==> config.mk <==
export PLATFORM = sky130hd
export DESIGN_NAME = cyc_sequencer
export DESIGN_NICKNAME = d
export VERILOG_FILES = /design/src/rtl/cyc_pkg.sv /design/src/rtl/cyc_alu.sv /design/src/rtl/cyc_datapath.sv /design/src/rtl/cyc_ctrl.sv /design/src/rtl/cyc_sequencer.sv
export SDC_FILE = /design/constraint.sdc
export NUM_CORES = 1
export LEC_CHECK = 0
export BUFFER_PORTS_ARGS = -buffer_cell sky130_fd_sc_hd__buf_2
export CORE_ASPECT_RATIO = 1.75
export CORE_MARGIN = 1.5
export CORE_UTILIZATION = 51
export DETAILED_ROUTE_END_ITERATION = 6
export PLACE_DENSITY = 0.76
export REMOVE_ABC_BUFFERS = 1
export SLEW_MARGIN = 10
export SYNTH_ARGS = -nofsm -noshare
export SYNTH_HDL_FRONTEND = slang
export SYNTH_SLANG_ARGS = --single-unit
==> constraint.sdc <==
create_clock -name clk -period 2.9 [get_ports clk]
set_clock_uncertainty 0.2 [all_clocks]
set_input_delay 0.145 -clock clk [delete_from_list [all_inputs] [get_ports clk]]
set_output_delay 0.145 -clock clk [all_outputs]
set_load 0.02 [all_outputs]
==> src/rtl/cyc_pkg.sv <==
package cyc_pkg;

  localparam logic [3:0] OPC_HALT  = 4'd0;
  localparam logic [3:0] OPC_LOAD  = 4'd1;
  localparam logic [3:0] OPC_STORE = 4'd2;
  localparam logic [3:0] OPC_ADD   = 4'd3;
  localparam logic [3:0] OPC_JMP   = 4'd4;
  localparam logic [3:0] OPC_JZ    = 4'd5;

  typedef enum logic [3:0] {
    ST_FADDR,
    ST_FREAD,
    ST_LDIR,
    ST_DECODE,
    ST_IREAD,
    ST_IFIN,
    ST_EXEC,
    ST_EMEM,
    ST_HALT
  } cyc_state_e;

  typedef struct packed {
    logic mar_from_pc;
    logic mar_from_ir;
    logic mar_from_mbr;
    logic mbr_load;
    logic ir_load;
    logic pc_inc;
    logic pc_jump;
    logic acc_load;
    logic acc_add;
  } cyc_ctl_t;

endpackage

==> src/rtl/cyc_alu.sv <==
module cyc_alu #(
  parameter int WORD_W = 16
) (
  input  logic              op_add,
  input  logic [WORD_W-1:0] acc,
  input  logic [WORD_W-1:0] operand,
  output logic [WORD_W-1:0] result,
  output logic              carry,
  output logic              zero
);

  logic [WORD_W:0] sum;

  always_comb begin
    sum = {1'b0, acc} + {1'b0, operand};
    if (op_add) begin
      result = sum[WORD_W-1:0];
      carry  = sum[WORD_W];
    end else begin
      result = operand;
      carry  = 1'b0;
    end
    zero = (result == '0);
  end

endmodule

==> src/rtl/cyc_datapath.sv <==
module cyc_datapath
  import cyc_pkg::*;
#(
  parameter int WORD_W = 16,
  parameter int ADDR_W = 11
) (
  input  logic              clk,
  input  logic              rst_n,
  input  cyc_ctl_t          ctl,
  input  logic [WORD_W-1:0] rdata,
  output logic [ADDR_W-1:0] pc,
  output logic [ADDR_W-1:0] mar,
  output logic [WORD_W-1:0] ir,
  output logic [WORD_W-1:0] acc,
  output logic              flag_z,
  output logic              flag_c
);

  logic [WORD_W-1:0] mbr;
  logic [ADDR_W-1:0] pc_d, mar_d;
  logic [WORD_W-1:0] acc_d;
  logic              pc_en, mar_en, flags_en;
  logic              alu_c, alu_z;

  cyc_alu #(.WORD_W(WORD_W)) u_alu (
    .op_add  (ctl.acc_add),
    .acc     (acc),
    .operand (rdata),
    .result  (acc_d),
    .carry   (alu_c),
    .zero    (alu_z)
  );

  always_comb begin
    pc_en = ctl.pc_inc | ctl.pc_jump;
    pc_d  = ctl.pc_jump ? mar : pc + ADDR_W'(1);
  end

  always_comb begin
    mar_en = ctl.mar_from_pc | ctl.mar_from_ir | ctl.mar_from_mbr;
    if (ctl.mar_from_pc)       mar_d = pc;
    else if (ctl.mar_from_ir)  mar_d = ir[ADDR_W-1:0];
    else                       mar_d = mbr[ADDR_W-1:0];
  end

  assign flags_en = ctl.acc_load | ctl.acc_add;

  always_ff @(posedge clk or negedge rst_n) begin
    if (!rst_n) pc <= '0;
    else if (pc_en) pc <= pc_d;
  end

  always_ff @(posedge clk or negedge rst_n) begin
    if (!rst_n) mar <= '0;
    else if (mar_en) mar <= mar_d;
  end

  always_ff @(posedge clk or negedge rst_n) begin
    if (!rst_n) mbr <= '0;
    else if (ctl.mbr_load) mbr <= rdata;
  end

  always_ff @(posedge clk or negedge rst_n) begin
    if (!rst_n) ir <= '0;
    else if (ctl.ir_load) ir <= mbr;
  end

  always_ff @(posedge clk or negedge rst_n) begin
    if (!rst_n) begin
      acc    <= '0;
      flag_z <= 1'b0;
      flag_c <= 1'b0;
    end else if (flags_en) begin
      acc    <= acc_d;
      flag_z <= alu_z;
      flag_c <= alu_c;
    end
  end

  p_pc_step_r2: assert property (@(posedge clk) disable iff (!rst_n)
    ctl.pc_inc |=> pc == $past(pc) + ADDR_W'(1));

  p_jump_target_r8: assert property (@(posedge clk) disable iff (!rst_n)
    ctl.pc_jump |=> pc == $past(mar));

  p_load_flags_r5: assert property (@(posedge clk) disable iff (!rst_n)
    ctl.acc_load |=> !flag_c && (flag_z == (acc == '0)));

  p_add_zero_r7: assert property (@(posedge clk) disable iff (!rst_n)
    ctl.acc_add |=> flag_z == (acc == '0));

  p_flags_hold_r9: assert property (@(posedge clk) disable iff (!rst_n)
    !(ctl.acc_load || ctl.acc_add) |=> $stable(flag_z) && $stable(flag_c));

endmodule

==> src/rtl/cyc_ctrl.sv <==
module cyc_ctrl
  import cyc_pkg::*;
#(
  parameter int OP_W = 4
) (
  input  logic            clk,
  input  logic            rst_n,
  input  logic [OP_W-1:0] opcode,
  input  logic            indirect,
  input  logic            flag_z,
  input  logic            mem_ack,
  output cyc_ctl_t        ctl,
  output logic            mem_req,
  output logic            mem_we,
  output logic            halted
);

  cyc_state_e state, state_d;
  logic is_mem_op;

  always_comb begin
    is_mem_op = (opcode == OP_W'(OPC_LOAD)) || (opcode == OP_W'(OPC_STORE)) ||
                (opcode == OP_W'(OPC_ADD));
  end

  always_comb begin
    state_d = state;
    ctl     = '0;
    mem_req = 1'b0;
    mem_we  = 1'b0;
    case (state)
      ST_FADDR: begin
        ctl.mar_from_pc = 1'b1;
        state_d         = ST_FREAD;
      end
      ST_FREAD: begin
        mem_req = 1'b1;
        if (mem_ack) begin
          ctl.mbr_load = 1'b1;
          ctl.pc_inc   = 1'b1;
          state_d      = ST_LDIR;
        end
      end
      ST_LDIR: begin
        ctl.ir_load = 1'b1;
        state_d     = ST_DECODE;
      end
      ST_DECODE: begin
        if (opcode == OP_W'(OPC_HALT)) begin
          state_d = ST_HALT;
        end else begin
          ctl.mar_from_ir = 1'b1;
          state_d         = indirect ? ST_IREAD : ST_EXEC;
        end
      end
      ST_IREAD: begin
        mem_req = 1'b1;
        if (mem_ack) begin
          ctl.mbr_load = 1'b1;
          state_d      = ST_IFIN;
        end
      end
      ST_IFIN: begin
        ctl.mar_from_mbr = 1'b1;
        state_d          = ST_EXEC;
      end
      ST_EXEC: begin
        if (is_mem_op) begin
          state_d = ST_EMEM;
        end else begin
          if (opcode == OP_W'(OPC_JMP))     ctl.pc_jump = 1'b1;
          else if (opcode == OP_W'(OPC_JZ)) ctl.pc_jump = flag_z;
          state_d = ST_FADDR;
        end
      end
      ST_EMEM: begin
        mem_req = 1'b1;
        mem_we  = (opcode == OP_W'(OPC_STORE));
        if (mem_ack) begin
          ctl.acc_load = (opcode == OP_W'(OPC_LOAD));
          ctl.acc_add  = (opcode == OP_W'(OPC_ADD));
          state_d      = ST_FADDR;
        end
      end
      ST_HALT: state_d = ST_HALT;
      default: state_d = ST_FADDR;
    endcase
  end

  always_ff @(posedge clk or negedge rst_n) begin
    if (!rst_n) state <= ST_FADDR;
    else        state <= state_d;
  end

  assign halted = (state == ST_HALT);

  p_halt_park_r11: assert property (@(posedge clk) disable iff (!rst_n)
    halted |=> halted && !mem_req);

  p_write_only_store_r6: assert property (@(posedge clk) disable iff (!rst_n)
    mem_we |-> (state == ST_EMEM) && (opcode == OP_W'(OPC_STORE)));

  p_fetch_then_ir_r1: assert property (@(posedge clk) disable iff (!rst_n)
    (state == ST_FREAD) && mem_ack |=> ctl.ir_load);

endmodule

==> src/rtl/cyc_sequencer.sv <==
module cyc_sequencer
  import cyc_pkg::*;
#(
  parameter int WORD_W = 16,
  parameter int ADDR_W = 11
) (
  input  logic              clk,
  input  logic              rst_n,
  output logic [ADDR_W-1:0] mem_addr,
  output logic [WORD_W-1:0] mem_wdata,
  output logic              mem_req,
  output logic              mem_we,
  input  logic              mem_ack,
  input  logic [WORD_W-1:0] mem_rdata,
  output logic              halted,
  output logic [WORD_W-1:0] acc_out,
  output logic [ADDR_W-1:0] pc_out,
  output logic              flag_z,
  output logic              flag_c
);

  localparam int OP_W   = WORD_W - ADDR_W - 1;
  localparam int IND_BIT = ADDR_W;

  cyc_ctl_t          ctl;
  logic [WORD_W-1:0] ir;
  logic [ADDR_W-1:0] mar;

  cyc_ctrl #(.OP_W(OP_W)) u_ctrl (
    .clk      (clk),
    .rst_n    (rst_n),
    .opcode   (ir[WORD_W-1 -: OP_W]),
    .indirect (ir[IND_BIT]),
    .flag_z   (flag_z),
    .mem_ack  (mem_ack),
    .ctl      (ctl),
    .mem_req  (mem_req),
    .mem_we   (mem_we),
    .halted   (halted)
  );

  cyc_datapath #(.WORD_W(WORD_W), .ADDR_W(ADDR_W)) u_dp (
    .clk    (clk),
    .rst_n  (rst_n),
    .ctl    (ctl),
    .rdata  (mem_rdata),
    .pc     (pc_out),
    .mar    (mar),
    .ir     (ir),
    .acc    (acc_out),
    .flag_z (flag_z),
    .flag_c (flag_c)
  );

  assign mem_addr  = mar;
  assign mem_wdata = acc_out;

  p_req_hold_r3: assert property (@(posedge clk) disable iff (!rst_n)
    mem_req && !mem_ack |=> mem_req && $stable(mem_addr) && $stable(mem_we) &&
                            $stable(mem_wdata));

  p_write_needs_req_r6: assert property (@(posedge clk) disable iff (!rst_n)
    mem_we |-> mem_req);

endmodule

# Yosys cells after proc, flatten, opt, wreduce, memory -nomap -nowiden
# Cells that the tools add are included.
[word_totals]
latchBits = 0
regBits = 76
wordCells = 66
romBits = 0
mem_bits_rw = 0
output_inout_bits = 59
mem_count = 0
in_bits = 19
[op_classes]
addsub = 2
div_mod_pow = 0
reduce_logical = 8
n_eq_ne = 16
magnitude_cmp = 0
shift = 0
bitwise_logic = 4
n_mul = 0
mux = 28
[ops]
columns = ["operator", "count"]
rows = [
  ["one-hot mux 4 bit (9 select lines)", 1],
  ["2-to-1 mux 11 bit", 3],
  ["equality test 4 x 3 -> 1 bit, second input constant", 6],
  ["adder 16 x 16 -> 17 bit", 1],
  ["equality test 4 x 2 -> 1 bit, second input constant", 4],
  ["logical NOT 16 bit", 1],
  ["2-to-1 mux 16 bit", 1],
  ["2-to-1 mux 4 bit", 4],
  ["2-to-1 mux 1 bit", 15],
  ["adder 11 x 1 -> 11 bit, second input constant", 1],
  ["equality test 4 x 1 -> 1 bit, second input constant", 2],
  ["logical NOT 4 bit", 2],
  ["2-to-1 mux 2 bit", 3],
  ["!= test 2 bit, second input constant", 3],
  ["equality test 4 bit, second input constant", 1],
  ["OR 1 bit", 4],
  ["2-to-1 mux 3 bit", 1],
  ["AND reduction 3 bit", 1],
  ["OR reduction 3 bit", 1],
  ["logical OR 1 bit", 2],
  ["OR reduction 2 bit", 1],
]

# Depth between registers and ports, before layout
# Gate-level depths: netlist of run 1.
[depth]
word_depth = 6
mapped_depth = 11

# Modules after synthesis
# Synthesis of run 1 repeated with hierarchy kept, for this count alone.
[hier_totals]
hier_cells = 461
hier_area_um2 = 4788.3
[by_module_without_submodules]
columns = ["module", "instances", "area_per_inst_um2", "cells_per_inst", "seq_area_each_um2"]
rows = [
  ["cyc_datapath", 1, 3084.2, 232, 1801.7],
  ["cyc_alu", 1, 1171.1, 155, 0.0],
  ["cyc_ctrl", 1, 412.9, 58, 100.1],
  ["cyc_sequencer", 1, 120.1, 16, 0.0],
]

# Least setup slack after synthesis of run 1
# OpenSTA, ideal clock, no wires.
[synth_path]
path_type = "reg-to-reg"
from = "register u_dp.acc[1]"
to = "register u_dp.flag_z"
period_less_slack_ns = 2.714
setup_ns = 0.076
stages_incl_launch_ff = 10
t_arrival_ns = 2.438
path_buffers = 0
path_slack_ns = 0.186
cell_sequence = "dfrtp_1 ha_1 a211oi_1 nor2_1 xor2_1 or4_1 a221o_1 nor4_2 nand4_1 o21ai_1"
[synth_between]
elab_chain_len = 3
[synth_rtl]
columns = ["item", "line", "source"]
rows = [
  ["start, declared", "cyc_datapath.sv:14", "output logic [WORD_W-1:0] acc,"],
  ["start signal, assigned", "cyc_datapath.sv:70", "acc <= '0;"],
  ["start signal, assigned", "cyc_datapath.sv:74", "acc <= acc_d;"],
  ["adder 16 x 16 -> 17 bit", "cyc_alu.sv:15", "sum = {1'b0, acc} + {1'b0, operand};"],
  ["2-to-1 mux 16 bit", "cyc_alu.sv:16", "if (op_add) begin"],
  ["logical NOT 16 bit", "cyc_alu.sv:23", "zero = (result == '0);"],
  ["end signal, assigned", "cyc_datapath.sv:75", "flag_z <= alu_z;"],
  ["end, declared", "cyc_datapath.sv:15", "output logic flag_z,"],
]
# Every way passes these cells.
# A chain may end at the register's enable or synchronous reset.

# Worst setup path after layout of run 1
[layout_path]
from = "input mem_rdata[4]"
to = "register u_dp.flag_z"
[layout_between]
elab_chain_len = 3
[layout_rtl]
columns = ["item", "line", "source"]
rows = [
  ["start, declared", "cyc_sequencer.sv:14", "input logic [WORD_W-1:0] mem_rdata,"],
  ["adder 16 x 16 -> 17 bit", "cyc_alu.sv:15", ""],
  ["2-to-1 mux 16 bit *", "cyc_alu.sv:16", ""],
  ["logical NOT 16 bit *", "cyc_alu.sv:23", ""],
]
# Every way passes the cells marked *; elsewhere a longest branch is shown, timed or not.

==> flow_summary.toml, run 1 <==
[placed_design]
place_ws_ns = 0.0113
dp_hpwl_mm = 8.37
io_buffers = 77
gp_congestion = 0.880

[worst_hold_path]
hold_depth = 3
worstHoldPathType = "in2reg"

[sta]
min_period_ns = 2.82
fin_ws_ns = 0.0818
hold_viol = 0
rsz0062_at_grt = "false"
maxSlewViolCount = 0
setup_viol = 0
fmax_ghz = 0.355
tightest_slew_ns = 0.958
max_slew_margin_pct = 36.2
fin_crit_sh_pct = 97.2
tns_ns = 0

[yosys]
synthXorXnorAreaFrac_pct = 3.04
synth_area_leaders = "dfrtp_1, mux2_2, nand2_1, ha_1, o21ai_0"
ys_warn_count = 0
synth_cells = 493
synthDistinctLibCells = 54
synth-edff-count = 0
synth_top_cell_area_share_pct = 41.3
synth_top_area_cell = "dfrtp_1"
synth_async_sr_flop_share_pct = 100
yosysMostFrequentCell = "dfrtp_1"
synth_area_sq_um = 4610
synth_fa_ha_area_share_pct = 5.05
muxShareOfSynthArea_pct = 11.3
ys_seq_area_share_pct = 41.3
synth-simple-area-share_pct = 18.8
synth_top_family_by_area = "simple AND/OR/NAND/NOR gates"
synth_ff_type = "dfrtp_1"
synthTopCellsByCount = "dfrtp_1, nand2_1, nor2_1, o21ai_0, mux2_2"
syn_avg_cell_area_sq_um = 9.35
synth-compound-area-share_pct = 15.0
ys_ff_latch = 76

[final_layout]
area_growth_pct = 23.3
fin_util_pct = 65.1
final_layout_size_suffix_gt1_share_pct = 29.8
n_antenna_cell = 0
nFillCells = 700
nets = 620

[clocking]
cts_made_buffers = 9
clk_path_buf_depth = 2
htreeDepth = 3
clk_latency_ns = 0.34
tritoncts = "done"
cts.sinks = 76
cts_root_buffer = "clkbuf_16"
clk_pin_slew_ns = 0.06

[global_routing]
grt_pass1_vias = 4174
grt_pass1_wl_mm = 19.3
overflow = 0
grt_usage_pct = 26.0
grt_max_degree = 77
antenna_found_initial = 0

[floorplanning]
dieWidth_um = 74.9
core_area_sq_um = 8730
io_pins = 78
start_util_pct = 52.8
fp-row-count = 45
die_h_um = 129
die_area_sq_um = 9640

[routing]
drcViolationCount = 0
drt_iter0_drc = 196
ant_nets = 0
finalWirelength_mm = 11.7
wl_per_cell_um = 16.6
vias = 4109
viasPerCell = 5.83
drt_pass1_iterations = 4

[pwr]
power.leakage_uw = 0.00266
powerDensity_nw_per_um2 = 945
peakVddDrop_mv = 0.436

[worst_setup_path]
path_class = "in2reg"
reg2reg_depth = 11
path_max_fanout = 7
end_kind = "flip-flop"
start_kind = "input port"
arrival_ns = 2.84
required_ns = 2.92

[flow_run]
cap_violations = 0

[outcome]
status = "completed"
[stage by stage]
step / area, sq um / hold slack [ns] / instances / power (uW)
6_report: 5680 / 0.0282 / 705 / 5370
5_1_grt: 5680 / 0.0647 / 705 / 5730
4_1_cts: 5620 / 0.00486 / 704 / 5350
3_5_place_dp: 5080 / 0.156 / 668 / 4130
3_3_place_gp: 5080 / 0.144 / 668 / 4030
2_1_floorplan: 4400 / -0.351 / 455 / 3380
[final cells by class]
| class | count | area [sq um] | share of cell area (%) |
|---|---|---|---|
| multi-input combinational | 367 | 2540 | 44.8 |
| timing repair buffer | 117 | 733 | 12.9 |
| inverter | 12 | 45.0 | 0.793 |
| tap | 117 | 146 | 2.58 |
| sequential | 76 | 1900 | 33.5 |
| clock inverter | 4 | 55.1 | 0.969 |
| clock buffer | 12 | 256 | 4.51 |
[final timing paths]
path                                   start           to  slack [ns]
worst max register to register   u_dp.acc[0]  u_dp.flag_z        0.11
min in group asynchronous              rst_n  u_dp.acc[4]        0.29
max in group asynchronous              rst_n  u_dp.mar[9]        1.57
worst min register to register  u_dp.mbr[12]  u_dp.ir[12]        0.31
worst max-delay path            mem_rdata[4]  u_dp.flag_z        0.08
worst min-delay path            mem_rdata[1]  u_dp.mbr[1]        0.03
[cell usage in the layout, fill, tap and decap left out, drive strengths merged, types with 3 or more instances in the layout]
cell,netlist,layout
nand3b,5,5
a221o,4,4
inv,12,13
nor2,36,36
a31oi,8,8
nand2b,10,10
buf,20,99
o2111ai,4,4
nor3,7,7
and3,10,10
mux2i,16,16
a211oi,3,3
nand3,16,16
nand4,6,6
or2,4,4
a21oi,29,29
clkbuf,18,12
xnor2,7,7
dlygate4sd3,0,18
xor2,9,9
o21ai,38,38
a21o,3,3
nor4,7,7
mux2,32,32
nand2,60,60
o221a,5,5
ha,17,17
dfrtp,76,76
[registers in the layout (all words and copies together), names as in the netlist]
register	flops
u_dp.pc	11
u_dp.flag_z	1
u_dp.ir	16
u_dp.mbr	16
u_dp.mar	11
u_dp.flag_c	1
u_dp.acc	16
u_ctrl.state	4
[kinds of logic after synthesis]
logic type	after synthesis
xor+xnor	16
simple gates	175
flops	76
buf+inv	50
fa+ha+maj	18
compound gates	110
mux	48
[what timing repair did]
action | in CTS | in global routing
resized for setup | 8 | 9
cloned | 0 | 0
hold buffers | 18 | 0
endpoints found under the hold margin | 99 | 0
buffers inserted | 2 | 1
pin swaps | 4 | 6
endpoints found under the setup margin | 1 | 1
[per-layer routing]
layer	global-route usage [%]	wire length, um	vias to the layer above	share of wire, %
met5	0	0	-	0
li1	-	-	1948	-
met1	26.7	4260	2003	36
met2	48.4	6590	125	56
met3	4.62	471	33	4.0
met4	12.5	409	0	3.5
[worst max-delay path: stages]
cell	delay (ns)
dlygate4sd3_1	0.53
buf_2	0.14
ha_1	0.40
a21o_1	0.22
a21oi_2	0.19
nand4_1	0.23
and3_1	0.23
o31a_1	0.27
o31a_1	0.30
nand4_1	0.10
o21ai_1	0.08
[report_power, final]
| group | internal, uW | switching (uW) | total [uW] | leakage, uW |
|---|---|---|---|---|
| registers | 1500 | 354 | 1850 | 0.000928 |
| clock network | 718 | 452 | 1170 | 0.000149 |
| logic | 1040 | 1310 | 2350 | 0.00158 |
No activity file was read; power rests on OpenSTA's default activity.
==> inputs of run 2 (changes only) <==
--- a/config.mk
+++ b/config.mk
@@ -5,12 +5,11 @@
 export SDC_FILE = /design/constraint.sdc
 export NUM_CORES = 1
 export LEC_CHECK = 0
+export ABC_AREA = 1
 export BUFFER_PORTS_ARGS = -buffer_cell sky130_fd_sc_hd__buf_2
 export CORE_ASPECT_RATIO = 1.75
-export CORE_MARGIN = 1.5
-export CORE_UTILIZATION = 51
+export CORE_UTILIZATION = 30
 export DETAILED_ROUTE_END_ITERATION = 6
-export PLACE_DENSITY = 0.76
 export REMOVE_ABC_BUFFERS = 1
 export SLEW_MARGIN = 10
 export SYNTH_ARGS = -nofsm -noshare
==> run 2 against run 1 <==
- global-route usage decreased by 8.7 points
- register-to-register slack improved by 0.36 ns
- area after synthesis increased by 7.1%
- fmax increased by 13%
- worst hold slack improved by 0.24 ns
- sequential cell count unchanged
- setup slack improved by 0.32 ns
- non-clock buffer count decreased by 19
- sequential share of layout area decreased by 1.2 points
- core utilization decreased by 28 points
- critical path depth increased by 7
- combinational power decreased by 94%
==> flow_summary.toml, run 2 <==
[outcome]
status = "completed"

[yosys]
synth_top_area_cell = "dfrtp_1"
synthDistinctLibCells = 43
synth-edff-count = 0
ys_ff_latch = 76
yosysMostFrequentCell = "nand2_1"
synth_cells = 681
ys_seq_area_share_pct = 38.5
synth_area_sq_um = 4930
synth_ff_type = "dfrtp_1"
ys_warn_count = 0
synth_area_leaders = "dfrtp_1, nand2_1, inv_1, nand3_1, ha_1"
synth_async_sr_flop_share_pct = 100
synth_top_cell_area_share_pct = 38.5
synthTopCellsByCount = "nand2_1, inv_1, dfrtp_1"
syn_avg_cell_area_sq_um = 7.24

[clocking]
cts_root_buffer = "clkbuf_16"
cts_made_buffers = 9
htreeDepth = 3
post_cts_buffers = 0
postCtsHoldBufs = 18
cts.sinks = 76
clk_path_buf_depth = 2
tritoncts = "done"
clk_pin_slew_ns = 0.06
clk_latency_ns = 0.34
cts.repair.resized = 0

[final_layout]
final_common_cell = "nand2_1"
top_regs = "u_dp.acc: 16 flops, u_dp.ir: 16 flops, u_dp.mbr: 16 flops"
final_layout_size_suffix_gt1_share_pct = 18.4
area_growth_pct = 19.5
nets = 800
fin_util_pct = 37.0
final_cell_mix = "nand2_1, inv_1, buf_2, dfrtp_1, nand3_1"
n_antenna_cell = 0

[floorplanning]
start_util_pct = 30.9
io_pins = 78
dieWidth_um = 98.9
die_h_um = 172
core_area_sq_um = 16000
fp-row-count = 61
die_area_sq_um = 17000

[global_routing]
grt_pass1_wl_mm = 22.4
grt_pass1_vias = 4546
grt_max_degree = 77
antenna_found_initial = 0
overflow = 0
grt_usage_pct = 17.3

[sta]
max_slew_margin_pct = 32.6
rsz0062_at_grt = "false"
fmax_ghz = 0.401
tns_ns = 0
hold_viol = 0
setup_viol = 0
timing.hold.ws_ns = 0.268
maxSlewViolCount = 0
min_period_ns = 2.50
tightest_slew_ns = 1.01
fin_crit_sh_pct = 86.1

[placed_design]
io_buffers = 77
gp_congestion = 0.870
dp_hpwl_mm = 11.0

[worst_setup_path]
path_max_fanout = 4
end_kind = "flip-flop"
arrival_ns = 2.58
start_kind = "input port"
r2r_start = "u_dp.acc[0]"
reg2reg_depth = 16
r2r_end = "u_dp.flag_z"
path_class = "in2reg"
required_ns = 2.98
reg2reg_slack_ns = 0.47

[flow_run]
cap_violations = 0

[routing]
wl_per_cell_um = 14.6
wl_met3_um = 435
vias = 4612
drcViolationCount = 0
viasPerCell = 4.82
drt_pass1_iterations = 7
highest-signal-layer = "met4"
drt_iter0_drc = 201
met1Wirelength_mm = 5.20
finalWirelength_mm = 13.9
ant_nets = 0
routed-wl-met2_mm = 7.69

[worst_hold_path]
worstHoldPathType = "reg2reg"
whs_endpoint = "u_dp.ir[11]"
min_from = "u_dp.mbr[11]"
hold_depth = 2

[pwr]
power.leakage_uw = 0.00330
peakVddDrop_mv = 0.297
powerDensity_nw_per_um2 = 401
==> run 2: changes by cell type in the layout (fill, tap and decap cells not counted), sizes merged, moves of 9 or more <==
cell    delta
nand2b    -10
inv       +95
a21oi     -10
nand2    +171
buf       -19
mux2i     -16
nor2       +9
mux2      -26
and3      -10
nand3     +41
==> run 2: final cells by class <==
class | count | area, sq um
Timing Repair Buffer | 98 | 591
Sequential cell | 76 | 1900
Tap cell | 189 | 236
Clock buffer | 9 | 225
Fill cell | 1665 | 10100
Inverter | 105 | 399
Clock inverter | 7 | 80.1
Multi-Input combinational cell | 473 | 2460
==> run 2: stage by stage <==
stage | cell area, sq um | setup WS [ns] | instances | power, uW
final | 5890 | 0.403 | 957 | 2370
after global routing | 5890 | 0.212 | 957 | 2450
after CTS | 5890 | 0.435 | 957 | 2400
after detailed placement | 5410 | 0.500 | 923 | 1200
after global placement | 5410 | 0.547 | 923 | 1200
after floorplan | 4760 | 0.484 | 654 | 1140
==> run 2: kinds of logic (layout without fill, tap and decap cells) <==
kind of cell	Yosys count	in the layout	share of synthesized area, %
compound gates	90	90	10.6
xor+xnor	8	8	1.42
fa+ha+maj	18	18	4.72
buf+inv	132	219	11.6
flops	76	76	38.5
mux	6	6	1.37
simple gates	351	351	31.8
==> run 2: worst max-delay path by stage <==
stage | to | slack, ns | start | cells past startpoint
after global placement | u_dp.flag_z | 0.55 | u_dp.acc[3] | 13
after floorplan | u_dp.flag_z | 0.48 | u_dp.acc[0] | 16
after detailed placement | u_dp.flag_z | 0.50 | u_dp.acc[0] | 16
after CTS | u_dp.flag_z | 0.43 | mem_rdata[0] | 18
final | u_dp.flag_z | 0.40 | mem_rdata[0] | 18
after global routing | u_dp.flag_z | 0.21 | mem_rdata[0] | 18
==> run 2: critical path, cell delays in order <==
cell	delay, ns
dlygate4sd3_1	0.53
buf_2	0.14
ha_1	0.19
inv_1	0.06
fa_1	0.37
inv_1	0.14
nand2_1	0.09
nand2_1	0.07
nand3_1	0.08
nand3_1	0.09
nand3_1	0.08
nand2_1	0.09
nand2_1	0.08
nor2_2	0.09
nand2_1	0.10
nor2_1	0.10
nand3_1	0.07
nand2_1	0.06
==> run 2: power breakdown <==
part | switching (uW) | total, uW | internal [uW]
Sequential | 0 | 1060 | 1060
Combinational | 86.6 | 136 | 49.1
Clock | 490 | 1170 | 680
==> run 2: routing by layer <==
layer	global-route usage, %	vias up
li1	-	2334
met1	17.3	2149
met2	33.4	99
met3	2.64	30
met4	9.99	0
met5	0	-
==> inputs of run 3 (changes only) <==
--- a/config.mk
+++ b/config.mk
@@ -8,8 +8,10 @@
 export ABC_AREA = 1
 export BUFFER_PORTS_ARGS = -buffer_cell sky130_fd_sc_hd__buf_2
 export CORE_ASPECT_RATIO = 1.75
-export CORE_UTILIZATION = 30
+export CORE_MARGIN = 8
+export CORE_UTILIZATION = 49
 export DETAILED_ROUTE_END_ITERATION = 6
+export PLACE_DENSITY = 0.73
 export REMOVE_ABC_BUFFERS = 1
 export SLEW_MARGIN = 10
 export SYNTH_ARGS = -nofsm -noshare
==> run 3 against run 2 <==
- worst hold slack gained 0.0074 ns
- setup slack worse by 0.025 ns
- final cell count is 6.8% lower
- design area down 1.9%
- non-clock buffer count is 1 lower
- count of clock-buffer cells in the layout grew 3
- die area fell by 20%
- routed wire length is 1.5% lower
- sequential share of layout area increased by 0.64 points
- sequential power hardly changed
- sequential cell count unchanged
==> flow_summary.toml, run 3 (synthesized netlist as in run 2, its figures left out) <==
[outcome]
status = "completed"

[sta]
maxSlewViolCount = 0
tightest_slew_ns = 0.998
hold_viol = 0
fin_crit_sh_pct = 87.0
setup_viol = 0
tns_ns = 0
fmax_ghz = 0.397
min_period_ns = 2.52
max_slew_margin_pct = 33.5
timing.hold.ws_ns = 0.275
rsz0062_at_grt = "false"

[global_routing]
grt_pass1_wl_mm = 22.2
overflow = 0
grt_usage_pct = 20.3
busiest_layer = "met2"
use_met3_pct = 4.08
antenna_found_initial = 0
grt_pass1_vias = 4896
grtUsageMet1_pct = 19.0
grt_max_degree = 77
grt_use_met2_pct = 38.6

[pwr]
p_seq_share_pct = 47.0
total_power_uw = 2250
p_clk_share_pct = 47.1
switching_share_pct = 23.8
power.leakage_uw = 0.00328
powerDensity_nw_per_um2 = 390
pwr-share-comb_pct = 5.9
peakVddDrop_mv = 0.326
p_int_uw = 1720
power.switching_uw = 538

[worst_setup_path]
worstPathCellList = "dlygate4sd3_1, buf_2, ha_1, inv_1, fa_1, inv_1, nand3_1, nand2_1, nand2_1, nand3_1, nand2_1, nor2_2, nand2_1, nor2_2, nand2_1, nor2_1, nand3_1, nand2_1"
path_class = "in2reg"
crit_top_cell = "nand2_1"
path_max_fanout = 4
required_ns = 2.98
end_kind = "flip-flop"
cp_slowest_cell = "dlygate4sd3_1"
critPathMaxStageDelay_ns = 0.52
arrival_ns = 2.60
start_kind = "input port"
crit_family = "simple AND/OR/NAND/NOR gates"
critPathBufInv = 4

[floorplanning]
die_h_um = 149
start_util_pct = 50.1
io_pins = 78
core_area_sq_um = 9850
die_area_sq_um = 13700
fp-row-count = 48
dieWidth_um = 91.9

[clocking]
clk_path_buf_depth = 2
cts.sinks = 76
tritoncts = "done"
clk_latency_ns = 0.34
cts_made_buffers = 9
clk_pin_slew_ns = 0.06
cts.repair.resized = 0
cts_root_buffer = "clkbuf_16"
htreeDepth = 3

[final_layout]
area_growth_pct = 17.2
final_cell_mix = "nand2_1, inv_1, buf_2, dfrtp_1, nand3_1"
nets = 799
n_antenna_cell = 0
nFillCells = 911
fin_util_pct = 58.7
top_regs = "u_dp.acc: 16 flops, u_dp.ir: 16 flops, u_dp.mbr: 16 flops"
final_layout_size_suffix_gt1_share_pct = 18.0
final_cell_area_sq_um = 5780
final_common_cell = "nand2_1"

[routing]
ant_nets = 0
viasPerCell = 5.31
drt_iter0_drc = 179
finalWirelength_mm = 13.7
vias = 4740
drt_pass1_iterations = 5
wl_per_cell_um = 15.4
drcViolationCount = 0

[placed_design]
io_buffers = 77
gp_congestion = 0.977
dp_hpwl_mm = 10.5
placed_area_sq_um = 5320

[worst_hold_path]
worstHoldPathType = "reg2reg"

[flow_run]
cap_violations = 0
run 3: power by group through the flow:
| stage | sequential (uW) | combinational [uW] | clock (uW) |
|---|---|---|---|
| finish | 1060 | 133 | 1060 |
| CTS | 1060 | 133 | 1080 |
| global placement | 1080 | 112 | 0 |
| detailed placement | 1080 | 114 | 0 |
| floorplan | 1080 | 56.5 | 0 |
| global route | 1060 | 149 | 1110 |
run 3: timing repair:
item | CTS | global route
endpoints found under the hold margin | 94 | 0
hold buffers | 18 | 0
setup buffers | 0 | 0
run 3: final cells by class:
cell class	count	area, sq um	share of cell area (%)
Clock buffer	12	246	4.26
Inverter	105	399	6.90
Multi-Input combinational cell	473	2460	42.6
Sequential cell	76	1900	32.9
Timing Repair Buffer	97	583	10.1
Tap cell	125	156	2.71
Clock inverter	4	32.5	0.563
run 3: metal layers:
metal  part of all wire [%]  up-vias
met3                    4.0       41
met4                    4.2        0
met5                      0        -
li1                       -     2329
met1                     37     2226
met2                     55      144
run 3: worst paths after layout:
path,from,endpoint,slack (ns),cells past startpoint
worst max-delay path,mem_rdata[0],u_dp.flag_z,0.38,18
worst min-delay path,u_dp.mbr[11],u_dp.ir[11],0.28,2
worst max register to register,u_dp.acc[0],u_dp.flag_z,0.44,16
worst min register to register,u_dp.mbr[11],u_dp.ir[11],0.28,2
max in group asynchronous,rst_n,u_ctrl.state[0],1.53,2
min in group asynchronous,rst_n,u_dp.mar[10],0.30,2
run 3: through the flow:
stage,std cells,worst slack (ns)
floorplan,654,0.484
global placement,858,0.598
detailed placement,858,0.512
CTS,892,0.426
global route,892,0.190
finish,892,0.378
run 3: worst register-to-register path: stages (launching register included):
cell	delay (ns)
dfrtp_1	0.39
ha_1	0.22
inv_1	0.07
fa_1	0.37
inv_1	0.12
nand3_1	0.10
nand2_1	0.12
nand2_1	0.06
nand3_1	0.08
nand2_1	0.09
nor2_2	0.11
nand2_1	0.06
nor2_2	0.07
nand2_1	0.09
nor2_1	0.10
nand3_1	0.07
nand2_1	0.07
